**config.mk**
```make
export PLATFORM = sky130hd
export DESIGN_NAME = bytelane_cs_decoder
export DESIGN_NICKNAME = d
export VERILOG_FILES = /design/src/rtl/cs_dec_pkg.sv /design/src/rtl/cs_pair_select.sv /design/src/rtl/cs_lane_gate.sv /design/src/rtl/cs_ack_timer.sv /design/src/rtl/bytelane_cs_decoder.sv
export SDC_FILE = /design/constraint.sdc
export NUM_CORES = 1
export LEC_CHECK = 0
export ABC_CLOCK_PERIOD_IN_PS = 1600
export BUFFER_PORTS_ARGS = -buffer_cell sky130_fd_sc_hd__buf_2
export CAP_MARGIN = 5
export CORE_MARGIN = 1.5
export CORE_UTILIZATION = 25
export CTS_CLUSTER_SIZE = 12
export DETAILED_ROUTE_END_ITERATION = 7
export PLACE_DENSITY_LB_ADDON = 0.1
export SLEW_MARGIN = 5
export SYNTH_ARGS = -nofsm -noshare
export SYNTH_HDL_FRONTEND = slang
export SYNTH_SLANG_ARGS = --single-unit
```
**constraint.sdc**
```tcl
create_clock -name clk -period 1.6 [get_ports clk]
set_clock_uncertainty 0.1 [all_clocks]
set_input_delay 0.08 -clock clk [delete_from_list [all_inputs] [get_ports clk]]
set_output_delay 0.08 -clock clk [all_outputs]
set_load 0.02 [all_outputs]
```
**src/rtl/cs_dec_pkg.sv**
```systemverilog
// Package: shared constants and helpers for the byte-lane chip-select decoder.
// Assumes chips are paired, with lane 0 = low byte and lane 1 = high byte.
package cs_dec_pkg;
    localparam int LANES       = 2;
    localparam int LANE_LO_IDX = 0;
    localparam int LANE_HI_IDX = 1;

    // Flat chip index of a given lane inside a given pair.
    function automatic int chip_slot(input int pair, input int lane);
        return pair * LANES + lane;
    endfunction
endpackage

```
**src/rtl/cs_pair_select.sv**
```systemverilog
// Module: cs_pair_select
// Splits the word address into the shared chip address and the pair-select
// field. Produces a one-hot pair select that is active only while the
// address strobe is asserted.
// Assumes WADDR_W > CHIP_AW.
module cs_pair_select #(
    parameter int WADDR_W = 23,
    parameter int CHIP_AW = 22,
    localparam int SEL_W     = WADDR_W - CHIP_AW,
    localparam int NUM_PAIRS = 1 << SEL_W
) (
    input  logic [WADDR_W-1:0]   bus_addr,
    input  logic                 adr_active,
    output logic [NUM_PAIRS-1:0] pair_sel,
    output logic [CHIP_AW-1:0]   chip_addr
);
    logic [SEL_W-1:0] sel_field;

    // Pass the low address bits to every chip; keep the top bits for selection.
    always_comb begin
        chip_addr = bus_addr[CHIP_AW-1:0];
        sel_field = bus_addr[WADDR_W-1:CHIP_AW];
    end

    // One comparator per pair, generated from the pair count.
    for (genvar p = 0; p < NUM_PAIRS; p++) begin : g_pair
        localparam logic [SEL_W-1:0] PIDX = SEL_W'(p);
        always_comb begin
            pair_sel[p] = adr_active && (sel_field == PIDX);
        end
    end
endmodule

```
**src/rtl/cs_lane_gate.sv**
```systemverilog
// Module: cs_lane_gate
// Gates each selected pair with the two byte-lane strobes and steers the
// result to an output enable (read) or a write enable (write).
// Assumes pair_sel is one-hot or zero; all outputs are active low.
module cs_lane_gate
    import cs_dec_pkg::*;
#(
    parameter int NUM_PAIRS = 2,
    localparam int NUM_CHIPS = NUM_PAIRS * LANES
) (
    input  logic [NUM_PAIRS-1:0] pair_sel,
    input  logic                 hi_strb_n,
    input  logic                 lo_strb_n,
    input  logic                 rd_wr,
    output logic [NUM_CHIPS-1:0] ce_n,
    output logic [NUM_CHIPS-1:0] oe_n,
    output logic [NUM_CHIPS-1:0] we_n
);
    logic [LANES-1:0] lane_on;

    // Collect the lane strobes into an active-high vector indexed by lane.
    always_comb begin
        lane_on[LANE_LO_IDX] = !lo_strb_n;
        lane_on[LANE_HI_IDX] = !hi_strb_n;
    end

    for (genvar p = 0; p < NUM_PAIRS; p++) begin : g_pair
        for (genvar l = 0; l < LANES; l++) begin : g_lane
            localparam int SLOT = chip_slot(p, l);
            logic sel;
            // Chip enable plus read/write steering for one chip.
            always_comb begin
                sel        = pair_sel[p] && lane_on[l];
                ce_n[SLOT] = !sel;
                oe_n[SLOT] = !(sel && rd_wr);
                we_n[SLOT] = !(sel && !rd_wr);
            end
        end
    end
endmodule

```
**src/rtl/cs_ack_timer.sv**
```systemverilog
// Module: cs_ack_timer
// Counts clock edges during an unbroken live access. It asserts the
// acknowledge once ACK_LAT edges have passed and clears when the access ends.
// Assumes ACK_LAT >= 1.
module cs_ack_timer #(
    parameter int ACK_LAT = 3,
    localparam int CNT_W = $clog2(ACK_LAT + 1)
) (
    input  logic clk,
    input  logic rst_n,
    input  logic access_live,
    output logic ack_n
);
    localparam logic [CNT_W-1:0] LAT_C = CNT_W'(ACK_LAT);

    logic [CNT_W-1:0] cnt;

    // Saturating edge counter, cleared by reset or by the end of the access.
    always_ff @(posedge clk) begin
        if (!rst_n) begin
            cnt <= '0;
        end else if (!access_live) begin
            cnt <= '0;
        end else if (cnt != LAT_C) begin
            cnt <= cnt + 1'b1;
        end
    end

    // Acknowledge drops low only while the access is still live.
    always_comb begin
        ack_n = !(access_live && (cnt == LAT_C));
    end
endmodule

```
**src/rtl/bytelane_cs_decoder.sv**
```systemverilog
// Module: bytelane_cs_decoder (top)
// Decodes a word address and two byte-lane strobes onto pairs of byte-wide
// memory chips, and returns an acknowledge after a fixed latency.
// Assumes all bus inputs are synchronous to clk; outputs except ack are
// combinational from the bus.
module bytelane_cs_decoder #(
    parameter int WADDR_W = 23,
    parameter int CHIP_AW = 22,
    parameter int ACK_LAT = 3,
    localparam int NUM_PAIRS = 1 << (WADDR_W - CHIP_AW),
    localparam int NUM_CHIPS = NUM_PAIRS * cs_dec_pkg::LANES
) (
    input  logic                 clk,
    input  logic                 rst_n,
    input  logic [WADDR_W-1:0]   bus_addr,
    input  logic                 hi_strb_n,
    input  logic                 lo_strb_n,
    input  logic                 adr_strb_n,
    input  logic                 rd_wr,
    output logic [NUM_CHIPS-1:0] chip_ce_n,
    output logic [CHIP_AW-1:0]   chip_addr,
    output logic [NUM_CHIPS-1:0] chip_oe_n,
    output logic [NUM_CHIPS-1:0] chip_we_n,
    output logic                 xfer_ack_n
);
    logic [NUM_PAIRS-1:0] pair_sel;
    logic                 access_live;

    cs_pair_select #(
        .WADDR_W(WADDR_W),
        .CHIP_AW(CHIP_AW)
    ) u_sel (
        .bus_addr  (bus_addr),
        .adr_active(!adr_strb_n),
        .pair_sel  (pair_sel),
        .chip_addr (chip_addr)
    );

    cs_lane_gate #(
        .NUM_PAIRS(NUM_PAIRS)
    ) u_gate (
        .pair_sel (pair_sel),
        .hi_strb_n(hi_strb_n),
        .lo_strb_n(lo_strb_n),
        .rd_wr    (rd_wr),
        .ce_n     (chip_ce_n),
        .oe_n     (chip_oe_n),
        .we_n     (chip_we_n)
    );

    // A live access needs a selected pair and at least one lane strobe.
    always_comb begin
        access_live = (|pair_sel) && (!hi_strb_n || !lo_strb_n);
    end

    cs_ack_timer #(
        .ACK_LAT(ACK_LAT)
    ) u_ack (
        .clk        (clk),
        .rst_n      (rst_n),
        .access_live(access_live),
        .ack_n      (xfer_ack_n)
    );
endmodule

```
* Word-level counts from Yosys, hierarchy flattened
Cells that the tools add are included.
** Word-level totals
- Bits in latches :: 0
- Memories :: 0
- Logic and storage cells :: 41
- Input bits :: 29
- Register bits :: 2
- RAM bits :: 0
- ROM bits :: 0
** Operators by class
- Divide/modulo/power cells :: 0
- Shift operators :: 0
- Add/subtract/negate cells :: 1
- Reduce and logical (&&, ||, !) cells :: 36
- Eq/ne operators :: 2
- Multiplexer cells :: 0
- Order comparisons :: 0
- $mul :: 0
- Bitwise logic cells :: 1
** Operators by type and width (count)
- 1-bit logical NOT :: 17
- 1-bit logical AND :: 16
- 2-bit by 1-bit adder with 2-bit output (second input constant) :: 1
- 2-bit equality test (second input constant) :: 1
- 2-bit != test (second input constant) :: 1
- 2-bit AND reduction :: 1
- 2-bit OR reduction :: 1
- 1-bit logical OR :: 1
- 1-bit NOT :: 1

* Depth between registers and ports, before layout
Gate-level depths: netlist of the first run.
- Word-level depth :: 6
- Gate-level depth with buffers :: 3
- Depth with buffers taken out :: 3

* Cells and area by module
From an unflattened synthesis of the first run, not the netlist that was laid out.
** Unflattened totals
- Cell total of the unflattened synthesis :: 47
- Area, all modules :: 381.6 sq um
** Modules (own cells, without submodules)
- cs_pair_select :: sequential area each 0.0 sq um, times used 1, cells an instance 24, area each 181.4 sq um
- cs_lane_gate :: sequential area each 0.0 sq um, times used 1, cells an instance 12, area each 95.1 sq um
- cs_ack_timer :: sequential area each 40.0 sq um, times used 1, cells an instance 9, area each 86.3 sq um
- bytelane_cs_decoder :: sequential area each 0.0 sq um, times used 1, cells an instance 2, area each 18.8 sq um

* Worst setup path before layout of the first run
No wires, ideal clock.
- Kind :: flip-flop to flip-flop
- Start :: reg u_ack.cnt[0]
- End :: reg u_ack.cnt[1]
- Arrival time :: 1002 ps
- Cell stages (with the launch flop) :: 4
- Library setup time :: 116 ps
- Path slack :: 383 ps
- Buffers on the path :: 0
- Required time :: 1384 ps
- Cells stage by stage :: dfxtp_1 > ha_1 > mux2_1 > and3_1
** On the way
- Word-level cells in the longest chain between the ends :: 1
- Elaborated cells on any way between the ends :: 2
** Ends and longest elaborated chain
- from (decl) :: line cs_ack_timer.sv:16 : logic [CNT_W-1:0] cnt;
- from (signal assigned) :: line cs_ack_timer.sv:25 : cnt <= cnt + 1'b1;
- 2-bit by 1-bit adder with 2-bit output or 2-bit != test (tied branches) :: line cs_ack_timer.sv:25, cs_ack_timer.sv:24
Parallel ways exist; a longest one is shown, timed or not.
A chain may end at the register's enable or synchronous reset.

* Worst setup path in the final report of the first run
Ends and elaborated chain as after synthesis.

==> results of run 1 <==
==> stage by stage <==
step / setup WS [ns] / power, mW
final: 0.332 / 0.218
after global routing: 0.300 / 0.236
after CTS: 0.325 / 0.224
after detailed placement: 0.332 / 0.104
after global placement: 0.370 / 0.104
after floorplan: 0.383 / 0.162
==> layout make-up <==
class / count / share of cell area (%)
clock buffer: 3 / 7.03
inverter: 4 / 4.69
multi-input combinational: 19 / 37.1
sequential: 2 / 12.5
tap: 15 / 5.86
timing repair buffer: 20 / 32.8
==> worst max-delay path: stages, from the launching register on <==
cell	delay, ns
dfxtp_1	0.34
ha_1	0.22
mux2_1	0.33
and3_1	0.17
==> layout by cell type, fill, tap and decap left out <==
cell type,Yosys,layout
dfxtp_1,2,2
nor3b_1,2,2
nand2_1,5,5
nand2b_1,4,4
dlygate4sd3_1,0,1
xnor2_1,1,1
clkbuf_4,0,3
a21oi_1,1,1
ha_1,1,1
and3_1,2,2
buf_2,0,19
inv_1,4,4
nor3_1,2,2
mux2_1,1,1
==> cells by family (layout without fill, tap and decap cells) <==
| family | Yosys count | in the layout | share of synthesized area, % |
|---|---|---|---|
| AO/OA/AOI/OAI | 1 | 1 | 1.47 |
| XOR/XNOR | 1 | 1 | 2.58 |
| AND/OR/NAND/NOR | 15 | 15 | 24.0 |
| adder cells (fa/ha/maj) | 1 | 1 | 3.69 |
| buffers and inverters | 26 | 27 | 53.1 |
| flip-flops | 2 | 2 | 11.8 |
| multiplexers | 1 | 1 | 3.32 |
==> final timing paths <==
check             cells after the start           end  slack (ns)    startpoint
setup / recovery                      3  u_ack.cnt[1]        0.33  u_ack.cnt[0]
hold / removal                        0  chip_addr[3]        0.06   bus_addr[3]
setup reg to reg                      3  u_ack.cnt[1]        0.33  u_ack.cnt[0]
hold reg to reg                       2  u_ack.cnt[0]        0.51  u_ack.cnt[0]
==> power by group through the flow <==
| stage | sequential (mW) | clock, mW | combinational, mW |
|---|---|---|---|
| 2_1_floorplan | 0.0540 | 0 | 0.108 |
| 3_3_place_gp | 0.0541 | 0 | 0.0499 |
| 3_5_place_dp | 0.0543 | 0 | 0.0501 |
| 4_1_cts | 0.0536 | 0.119 | 0.0521 |
| 5_1_grt | 0.0537 | 0.125 | 0.0568 |
| 6_report | 0.0537 | 0.112 | 0.0518 |
==> routing by layer <==
layer	wire [um]	share of wire (%)	up-vias
li1	-	-	127
met4	87	10	0
met5	0	0	-
met2	416	50	14
met3	127	15	20
met1	205	25	111
==> reports/qor.yml, run 1 <==
outcome:
  outcome: "finished clean"
yosys:
  yosys_warnings: 0
  synth_area_um2: 339
  synth_largest_area_cell: "buf_4"
  synth_area_per_cell_um2: 7.21
  ys_seq_area_share_pct: 11.8
  synthTopCellsByCount: "buf_4, nand2_1, inv_1, nand2b_1"
  synth_edf_count: 0
  syn_nets: 77
  synth-seq-cells: 2
  synth_most_common_cell: "buf_4"
  async_flop_share_pct: 0
  synthFlopType: "dfxtp_1"
  synth_top_area_share_pct: 48.7
  synth_area_leaders: "buf_4, dfxtp_1, nand2b_1, nand2_1, inv_1"
  synthDistinctLibCells: 12
  synthCells: 47
timing:
  setup_viol: 0
  min_period_over_period_pct: 79.3
  hold-worst-slack_ns: 0.0600
  worst_slew_pin_slew_ns: 0.363
  rsz0062_at_grt: "no"
  clock.fmax_ghz: 0.788
  tns_ns: 0
  max_slew_margin_pct: 75.7
  maxSlewViolCount: 0
  finalCriticalPeriod_ns: 1.27
  hold_viol: 0
grt:
  antenna_found_initial: 0
  grt_use_met3_pct: 7.39
  grt_first_pass_wirelength_um: 917
  grt_pass1_vias: 222
  grt_use_met1_pct: 7.31
  grt_start_max_net_pins: 9
  overflow: 0
  grt_util_all_layers_pct: 9.80
  gr-max-usage-layer: "met4"
  met2_usage_pct: 9.43
cells_and_area:
  largest_register_ffs: 2
  area_growth_pct: -5.54
  nFillCells: 153
  largest_registers: "u_ack.cnt x2"
  final_util_pct: 24.9
  drive_above_1_share_pct: 45.8
  antenna_cells: 0
  design_area_um2: 320
  seq_area_um2: 40.0
  multi_input_area_um2: 119
  fin_nets: 80
  fin_cells: 63
  largest_register: "u_ack.cnt"
floorplan:
  initial_core_util_pct: 26.4
  core_area_um2: 1280
  die_w_um: 39.8
  fp.dieArea_um2: 1590
  io_pins: 64
  die_y_um: 39.8
  core.rowCount: 13
cts:
  cts.path.max_buffers: 2
  cts_tree: "done"
  root_buffer: "clkbuf_4"
  numCtsBuffers: 3
  postCtsHoldBufs: 1
  cts_max_level: 1
  clkLatencyLatePin_ns: 0.22
  cts_resized: 0
  numClockSinks: 2
  post-cts-setup-buffer-count: 0
  clk_pin_slew_ns: 0.03
worst_setup_path:
  start_kind: "flip-flop"
  cp-end-kind: "flip-flop"
  crit_type: "flip-flop to flip-flop"
  required_ns: 1.61
  crit_arrival_ns: 1.28
  critical_path_peak_fanout: 3
drt:
  drtIter0Drc: 9
  drc_errors: 0
  via_per_inst: 4.32
  drtPass1Iterations: 4
  final_antenna_net_count: 0
  routedWlPerCell_um: 13.3
  routed_wl_um: 836
  vias: 272
placement:
  routabilityCongestion: 0.632
  placed_cells: 59
  io_buffers: 19
  hpwl_um: 704
  placed_area_um2: 288
pwr:
  comb_power_share_pct: 23.8
  power_density_nw_per_um2: 680
  internal_power_mw: 0.157
  switching_power_mw: 0.0607
  switching_share_pct: 27.9
  leakagePower_nw: 0.138
  seq_power_share_pct: 24.6
  peakVddDrop_v: 0.000148
  power_frac_clock_pct: 51.6
run:
  maxCapViolCount: 0
min_path:
  hp-class: "input port to primary output"
(Power assumes the default switching activity.)
==> run 2: changes to the inputs <==
--- a/config.mk
+++ b/config.mk
@@ -5,11 +5,12 @@
 export SDC_FILE = /design/constraint.sdc
 export NUM_CORES = 1
 export LEC_CHECK = 0
-export ABC_CLOCK_PERIOD_IN_PS = 1600
+export ABC_AREA = 1
+export ABC_CLOCK_PERIOD_IN_PS = 1100
 export BUFFER_PORTS_ARGS = -buffer_cell sky130_fd_sc_hd__buf_2
 export CAP_MARGIN = 5
 export CORE_MARGIN = 1.5
-export CORE_UTILIZATION = 25
+export CORE_UTILIZATION = 23
 export CTS_CLUSTER_SIZE = 12
 export DETAILED_ROUTE_END_ITERATION = 7
 export PLACE_DENSITY_LB_ADDON = 0.1
==> constraint.sdc (replaced) <==
create_clock -name clk -period 1.1 [get_ports clk]
set_clock_uncertainty 0.1 [all_clocks]
set_input_delay 0.055 -clock clk [delete_from_list [all_inputs] [get_ports clk]]
set_output_delay 0.055 -clock clk [all_outputs]
set_load 0.02 [all_outputs]
==> reports/qor.yml, run 2 <==
grt:
  grt_first_pass_wirelength_mm: 1.16  # was 917 um
  antenna_found_initial: 0  # unchanged
  grt_start_max_net_pins: 9  # unchanged
  overflow: 0  # unchanged
  grt_util_all_layers_pct: 8.28  # was 9.80%
  grt_pass1_vias: 279  # was 222
worst_setup_path:
  critical_path_peak_fanout: 3  # unchanged
  path_delay_family: "flip-flops"  # unchanged
  crit_path_top_delay_cell: "dfxtp_4"  # was dfxtp_1
  setup.worst_path.start: "u_ack.cnt[0]"  # unchanged
  critical_path.cell_chain: "ha_4, nand3_2, buf_6"  # was ha_1, mux2_1, and3_1
  start_kind: "flip-flop"  # unchanged
  crit_arrival_ns: 0.92  # was 1.28 ns
  rr_startpoint: "u_ack.cnt[0]"  # unchanged
  crit_type: "flip-flop to primary output"  # was flip-flop to flip-flop
  slowest_delay_ns: 0.35  # was 0.34 ns
  required_ns: 0.94  # was 1.61 ns
  path_buf_inv: 1  # was 0
  cp-end-kind: "primary output"  # was flip-flop
yosys:
  synth_edf_count: 0  # unchanged
  synth_area_per_cell_um2: 6.55  # was 7.21 um^2
  yosys_warnings: 0  # unchanged
  synth_largest_area_cell: "buf_4"  # unchanged
  synthDistinctLibCells: 11  # was 12
  synthCells: 56  # was 47
  synthTopCellsByCount: "buf_4, nand3_1, inv_1, nor2_1, nand2_1"  # was buf_4, nand2_1, inv_1, nand2b_1
  synth_top_area_share_pct: 45.1  # was 48.7%
  synth_most_common_cell: "buf_4"  # unchanged
  ys_seq_area_share_pct: 10.9  # was 11.8%
  synth_area_leaders: "buf_4, dfxtp_1, nand3_1, nand4_1, inv_1"  # was buf_4, dfxtp_1, nand2b_1, nand2_1, inv_1
  synth-seq-cells: 2  # unchanged
  synthFlopType: "dfxtp_1"  # unchanged
  syn_nets: 86  # was 77
  synth_area_um2: 367  # was 339 um^2
  async_flop_share_pct: 0  # unchanged
cells_and_area:
  area_growth_pct: 5.12  # was -5.54%
  antenna_cells: 0  # unchanged
  final_cell_mix: "buf_2, inv_1, nand3_1, nor2_1, nand2_1"  # was buf_2, nand2_1, inv_1, nand2b_1, clkbuf_4
  fin_cells: 74  # was 63
  largest_registers: "u_ack.cnt x2"  # unchanged
  largest_register: "u_ack.cnt"  # unchanged
  drive_above_1_share_pct: 51.7  # was 45.8%
  largest_register_ffs: 2  # unchanged
  final_common_cell: "buf_2"  # unchanged
  fin_nets: 90  # was 80
  design_area_um2: 385  # was 320 um^2
cts:
  clk_pin_slew_ns: 0.03  # about the same
  clkLatencyLatePin_ns: 0.22  # about the same
  numCtsBuffers: 3  # unchanged
  cts_tree: "done"  # unchanged
  root_buffer: "clkbuf_4"  # unchanged
  cts.path.max_buffers: 2  # unchanged
  numClockSinks: 2  # unchanged
  cts_max_level: 1  # unchanged
placement:
  placed_area_um2: 317  # was 288 um^2
  hpwl_um: 568  # was 704 um
  placed_cells: 69  # was 59
  routabilityCongestion: 0.681  # was 0.632
  io_buffers: 19  # unchanged
drt:
  wl_met1_um: 280  # was 205 um
  routed_wl_um: 723  # was 836 um
  final_antenna_net_count: 0  # unchanged
  drtIter0Drc: 11  # was 9
  wl_met3_um: 95  # was 127 um
  wl_met2_um: 337  # was 416 um
  vias: 315  # was 272
  drc_errors: 0  # unchanged
  via_per_inst: 4.26  # was 4.32
  drtPass1Iterations: 4  # unchanged
  highest_layer: "met4"  # unchanged
  routedWlPerCell_um: 9.77  # was 13.3 um
timing:
  rsz0062_at_grt: "yes"  # was no
  maxSlewViolCount: 0  # unchanged
  max_slew_margin_pct: 88.1  # was 75.7%
  finalCriticalPeriod_ns: 1.07
  hold_viol: 0  # unchanged
  tns_ns: 0  # unchanged
  setup_viol: 0  # unchanged
  worst_slew_pin_slew_ns: 0.178  # was 0.363 ns
  clock.fmax_ghz: 0.933
  min_period_over_period_pct: 97.4
floorplan:
  core_area_um2: 1510  # was 1280 um^2
  die_w_um: 42.9  # was 39.8 um
  initial_core_util_pct: 24.3  # was 26.4%
  io_pins: 64  # unchanged
  die_y_um: 42.9  # was 39.8 um
  core.rowCount: 14  # was 13
  fp.dieArea_um2: 1840  # was 1590 um^2
min_path:
  min-delay-start: "bus_addr[4]"  # was bus_addr[3]
  hp-class: "input port to primary output"  # unchanged
run:
  maxCapViolCount: 0  # unchanged
pwr:
  leakagePower_nw: 0.181  # was 0.138 nW
  peakVddDrop_v: 0.000245  # was 0.000148 V
  power_density_nw_per_um2: 852  # was 680 nW/um^2
outcome:
  outcome: "finished clean"  # unchanged
run 2: layer usage:
metal / global-route usage (%) / vias up
li1: - / 162
met4: 9.38 / 0
met2: 10.3 / 15
met3: 4.26 / 4
met5: 0 / -
met1: 9.16 / 134
run 2: metrics by stage:
| stage | utilization, % | total power, mW | hold slack, ns | worst slack, ns |
|---|---|---|---|---|
| after floorplan | - | 0.246 | 0.0955 | 0.124 |
| after global placement | 21.0 | 0.169 | 0.0101 | 0.0936 |
| after detailed placement | 21.0 | 0.166 | 0.0101 | 0.0898 |
| after CTS | 25.1 | 0.341 | 0.0101 | 0.00128 |
| after global routing | 25.6 | 0.370 | 0.0100 | -0.0354 |
| final | 25.6 | 0.328 | 0.0100 | 0.0285 |
run 2: area by class of cell:
type                    count  area [um^2]
repair buffers             21          119
well taps                  16         20.0
fillers                   173         1120
inverters                   7         26.3
clock buffers               3         22.5
flip-flops and latches      2         45.0
multi-input cells          25          153
run 2: final timing paths:
kind,endpoint,slack [ns],depth (start not counted)
setup / recovery,xfer_ack_n,0.03,3
hold / removal,chip_addr[4],0.01,0
setup reg to reg,u_ack.cnt[1],0.05,6
hold reg to reg,u_ack.cnt[0],0.46,3
run 2: worst reg2reg max path, stage by stage (launching register included):
cell,delay [ns]
dfxtp_4,0.34
ha_4,0.16
buf_4,0.14
nand2_1,0.06
inv_1,0.03
nor2_1,0.07
nor2_1,0.04
run 2: kinds of logic (layout without fill, tap and decap cells):
group         after synthesis  after routing  synth area share (%)
buf+inv                    29             31                  52.2
simple gates               24             24                  33.4
flops                       2              2                  10.9
fa+ha+maj                   1              1                  3.41
run 2: power by group:
part | switching (mW) | total (mW) | internal, mW
clock network | 0.0383 | 0.158 | 0.120
logic | 0.0584 | 0.0911 | 0.0327
registers | 0.00336 | 0.0789 | 0.0755
run 2: what timing repair did:
action	in CTS	in global routing
buffers inserted	1	0
endpoints found under the setup margin	1	1
pin swaps	1	2
hold buffers	1	0
endpoints found under the hold margin	2	0
resized for setup	6	2
==> run 3: changes to the inputs <==
==> constraint.sdc (replaced) <==
create_clock -name clk -period 1.1 [get_ports clk]
set_clock_uncertainty 0.1 [all_clocks]
set_input_delay 0.11 -clock clk [delete_from_list [all_inputs] [get_ports clk]]
set_output_delay 0.11 -clock clk [all_outputs]
set_load 0.02 [all_outputs]
==> reports/qor.yml, run 3 (synthesis gave the netlist of run 2 again) <==
outcome:
  outcome: "complete, but fails checks"  # was finished clean
  failed_checks: "setup timing"
worst_setup_path:
  cp-end-kind: "primary output"  # unchanged
  crit_type: "flip-flop to primary output"  # unchanged
  required_ns: 0.89  # was 0.94 ns
  start_kind: "flip-flop"  # unchanged
  critical_path_peak_fanout: 2  # was 3
  crit_arrival_ns: 0.90  # was 0.92 ns
  crit_path_top_delay_cell: "dfxtp_2"  # was dfxtp_4
  path_buf_inv: 1  # unchanged
  path_delay_family: "flip-flops"  # unchanged
  critical_path.cell_chain: "ha_4, nand3_2, buf_6"  # unchanged
  slowest_delay_ns: 0.34  # was 0.35 ns
grt:
  grt_util_all_layers_pct: 8.36  # was 8.28%
  gr-max-usage-layer: "met2"  # unchanged
  grt_pass1_vias: 289  # was 279
  antenna_found_initial: 0  # unchanged
  grt_first_pass_wirelength_mm: 1.17  # was 1.16 mm
  grt_start_max_net_pins: 9  # unchanged
  met2_usage_pct: 11.2  # was 10.3%
  grt_use_met1_pct: 8.65  # was 9.16%
  grt_use_met3_pct: 4.26  # unchanged
  overflow: 0  # unchanged
floorplan:
  io_pins: 64  # unchanged
  fp.dieArea_um2: 1840  # unchanged
  die_y_um: 42.9  # unchanged
  core_area_um2: 1510  # unchanged
  core.rowCount: 14  # unchanged
  die_w_um: 42.9  # unchanged
  initial_core_util_pct: 24.3  # unchanged
timing:
  maxSlewViolCount: 0  # unchanged
  tns_ns: -0.0125  # was 0 ns
  min_period_over_period_pct: 101  # was 97.4%
  setup_slack_ns: -0.0125  # was 0.0285 ns
  max_slew_margin_pct: 87.9  # was 88.1%
  worst_slew_pin_slew_ns: 0.181  # was 0.178 ns
  finalCriticalPeriod_ns: 1.11  # was 1.07 ns
  setup_viol: 1  # was 0
  clock.fmax_ghz: 0.899  # was 0.933 GHz
  hold_viol: 0  # unchanged
  rsz0062_at_grt: "yes"  # unchanged
cells_and_area:
  largest_register: "u_ack.cnt"  # unchanged
  final_common_cell: "buf_2"  # unchanged
  largest_registers: "u_ack.cnt x2"  # unchanged
  design_area_um2: 373  # was 385 um^2
  fin_nets: 89  # was 90
  largest_register_ffs: 2  # unchanged
  drive_above_1_share_pct: 52.6  # was 51.7%
  final_cell_mix: "buf_2, inv_1, nand3_1, nor2_1, nand2_1"  # unchanged
  antenna_cells: 0  # unchanged
  final_util_pct: 24.8  # was 25.6%
  area_growth_pct: 1.71  # was 5.12%
  nFillCells: 169  # was 173
drt:
  routedWlPerCell_um: 10.2  # was 9.77 um
  final_antenna_net_count: 0  # unchanged
  drtPass1Iterations: 2  # was 4
  drc_errors: 0  # unchanged
  routed_wl_um: 742  # was 723 um
  via_per_inst: 4.32  # was 4.26
  drtIter0Drc: 3  # was 11
  vias: 315  # unchanged
run:
  maxCapViolCount: 0  # unchanged
pwr:
  p_total_mw: 0.329  # was 0.328 mW
  power_density_nw_per_um2: 882  # was 852 nW/um^2
  leakagePower_nw: 0.177  # was 0.181 nW
  peakVddDrop_v: 0.000245  # about the same
cts:
  clk_pin_slew_ns: 0.03  # about the same
  numCtsBuffers: 3  # unchanged
  numClockSinks: 2  # unchanged
  cts_tree: "done"  # unchanged
  clkLatencyLatePin_ns: 0.22  # about the same
  root_buffer: "clkbuf_4"  # unchanged
  cts.path.max_buffers: 2  # unchanged
  cts_max_level: 1  # unchanged
  postCtsHoldBufs: 0  # was 1
min_path:
  hp-class: "input port to flip-flop"  # was input port to primary output
placement:
  io_buffers: 19  # unchanged
  hpwl_um: 578  # was 568 um
  routabilityCongestion: 0.702  # was 0.681
  placed_area_um2: 317  # unchanged
run 3: changes by cell type in the layout (fill, tap and decap cells not counted):
cell,delta
dfxtp_2,+1
dfxtp_4,-1
dlygate4sd3_1,-1
run 3: timing repair:
item	4_1_cts	5_1_grt
pin swaps	1	0
resized for setup	7	0
endpoints found under the setup margin	1	1
buffers inserted	1	0
run 3: through the flow:
stage                     hold slack (ns)  setup slack [ns]  cells
after floorplan                     0.150             0.124     56
after global placement              0.120            0.0814     69
after detailed placement            0.120            0.0633     69
after CTS                          0.0433           -0.0243     73
after global routing               0.0489           -0.0814     73
final                              0.0533           -0.0125     73
run 3: where the power goes:
group	switching [mW]	internal, mW	leakage, nW
Combinational	0.0591	0.0300	0.146
Sequential	0.00324	0.0768	0.0172
Clock	0.0394	0.120	0.0138
run 3: layout make-up:
| cell class | count | area, um^2 | share of cell area [%] |
|---|---|---|---|
| timing repair buffer | 20 | 109 | 29.2 |
| tap | 16 | 20.0 | 5.37 |
| multi-input combinational | 25 | 153 | 40.9 |
| clock buffer | 3 | 22.5 | 6.04 |
| inverter | 7 | 26.3 | 7.05 |
| sequential | 2 | 42.5 | 11.4 |
run 3: routing by layer:
layer	share of wire, %	wire length (um)	up-vias
met2	48	353	14
met3	13	93	4
li1	-	-	161
met4	1.2	9	0
met5	0	0	-
met1	39	286	136
run 3: worst paths after layout:
check,to,slack [ns],from,cells past startpoint
setup / recovery,xfer_ack_n,-0.01,u_ack.cnt[1],3
hold / removal,u_ack.cnt[1],0.05,rst_n,3
setup reg to reg,u_ack.cnt[1],0.06,u_ack.cnt[1],6
hold reg to reg,u_ack.cnt[0],0.46,u_ack.cnt[0],3
run 3: worst min-delay path: stages:
cell,delay (ns)
buf_2,0.10
nand3_2,0.08
nor2_1,0.04
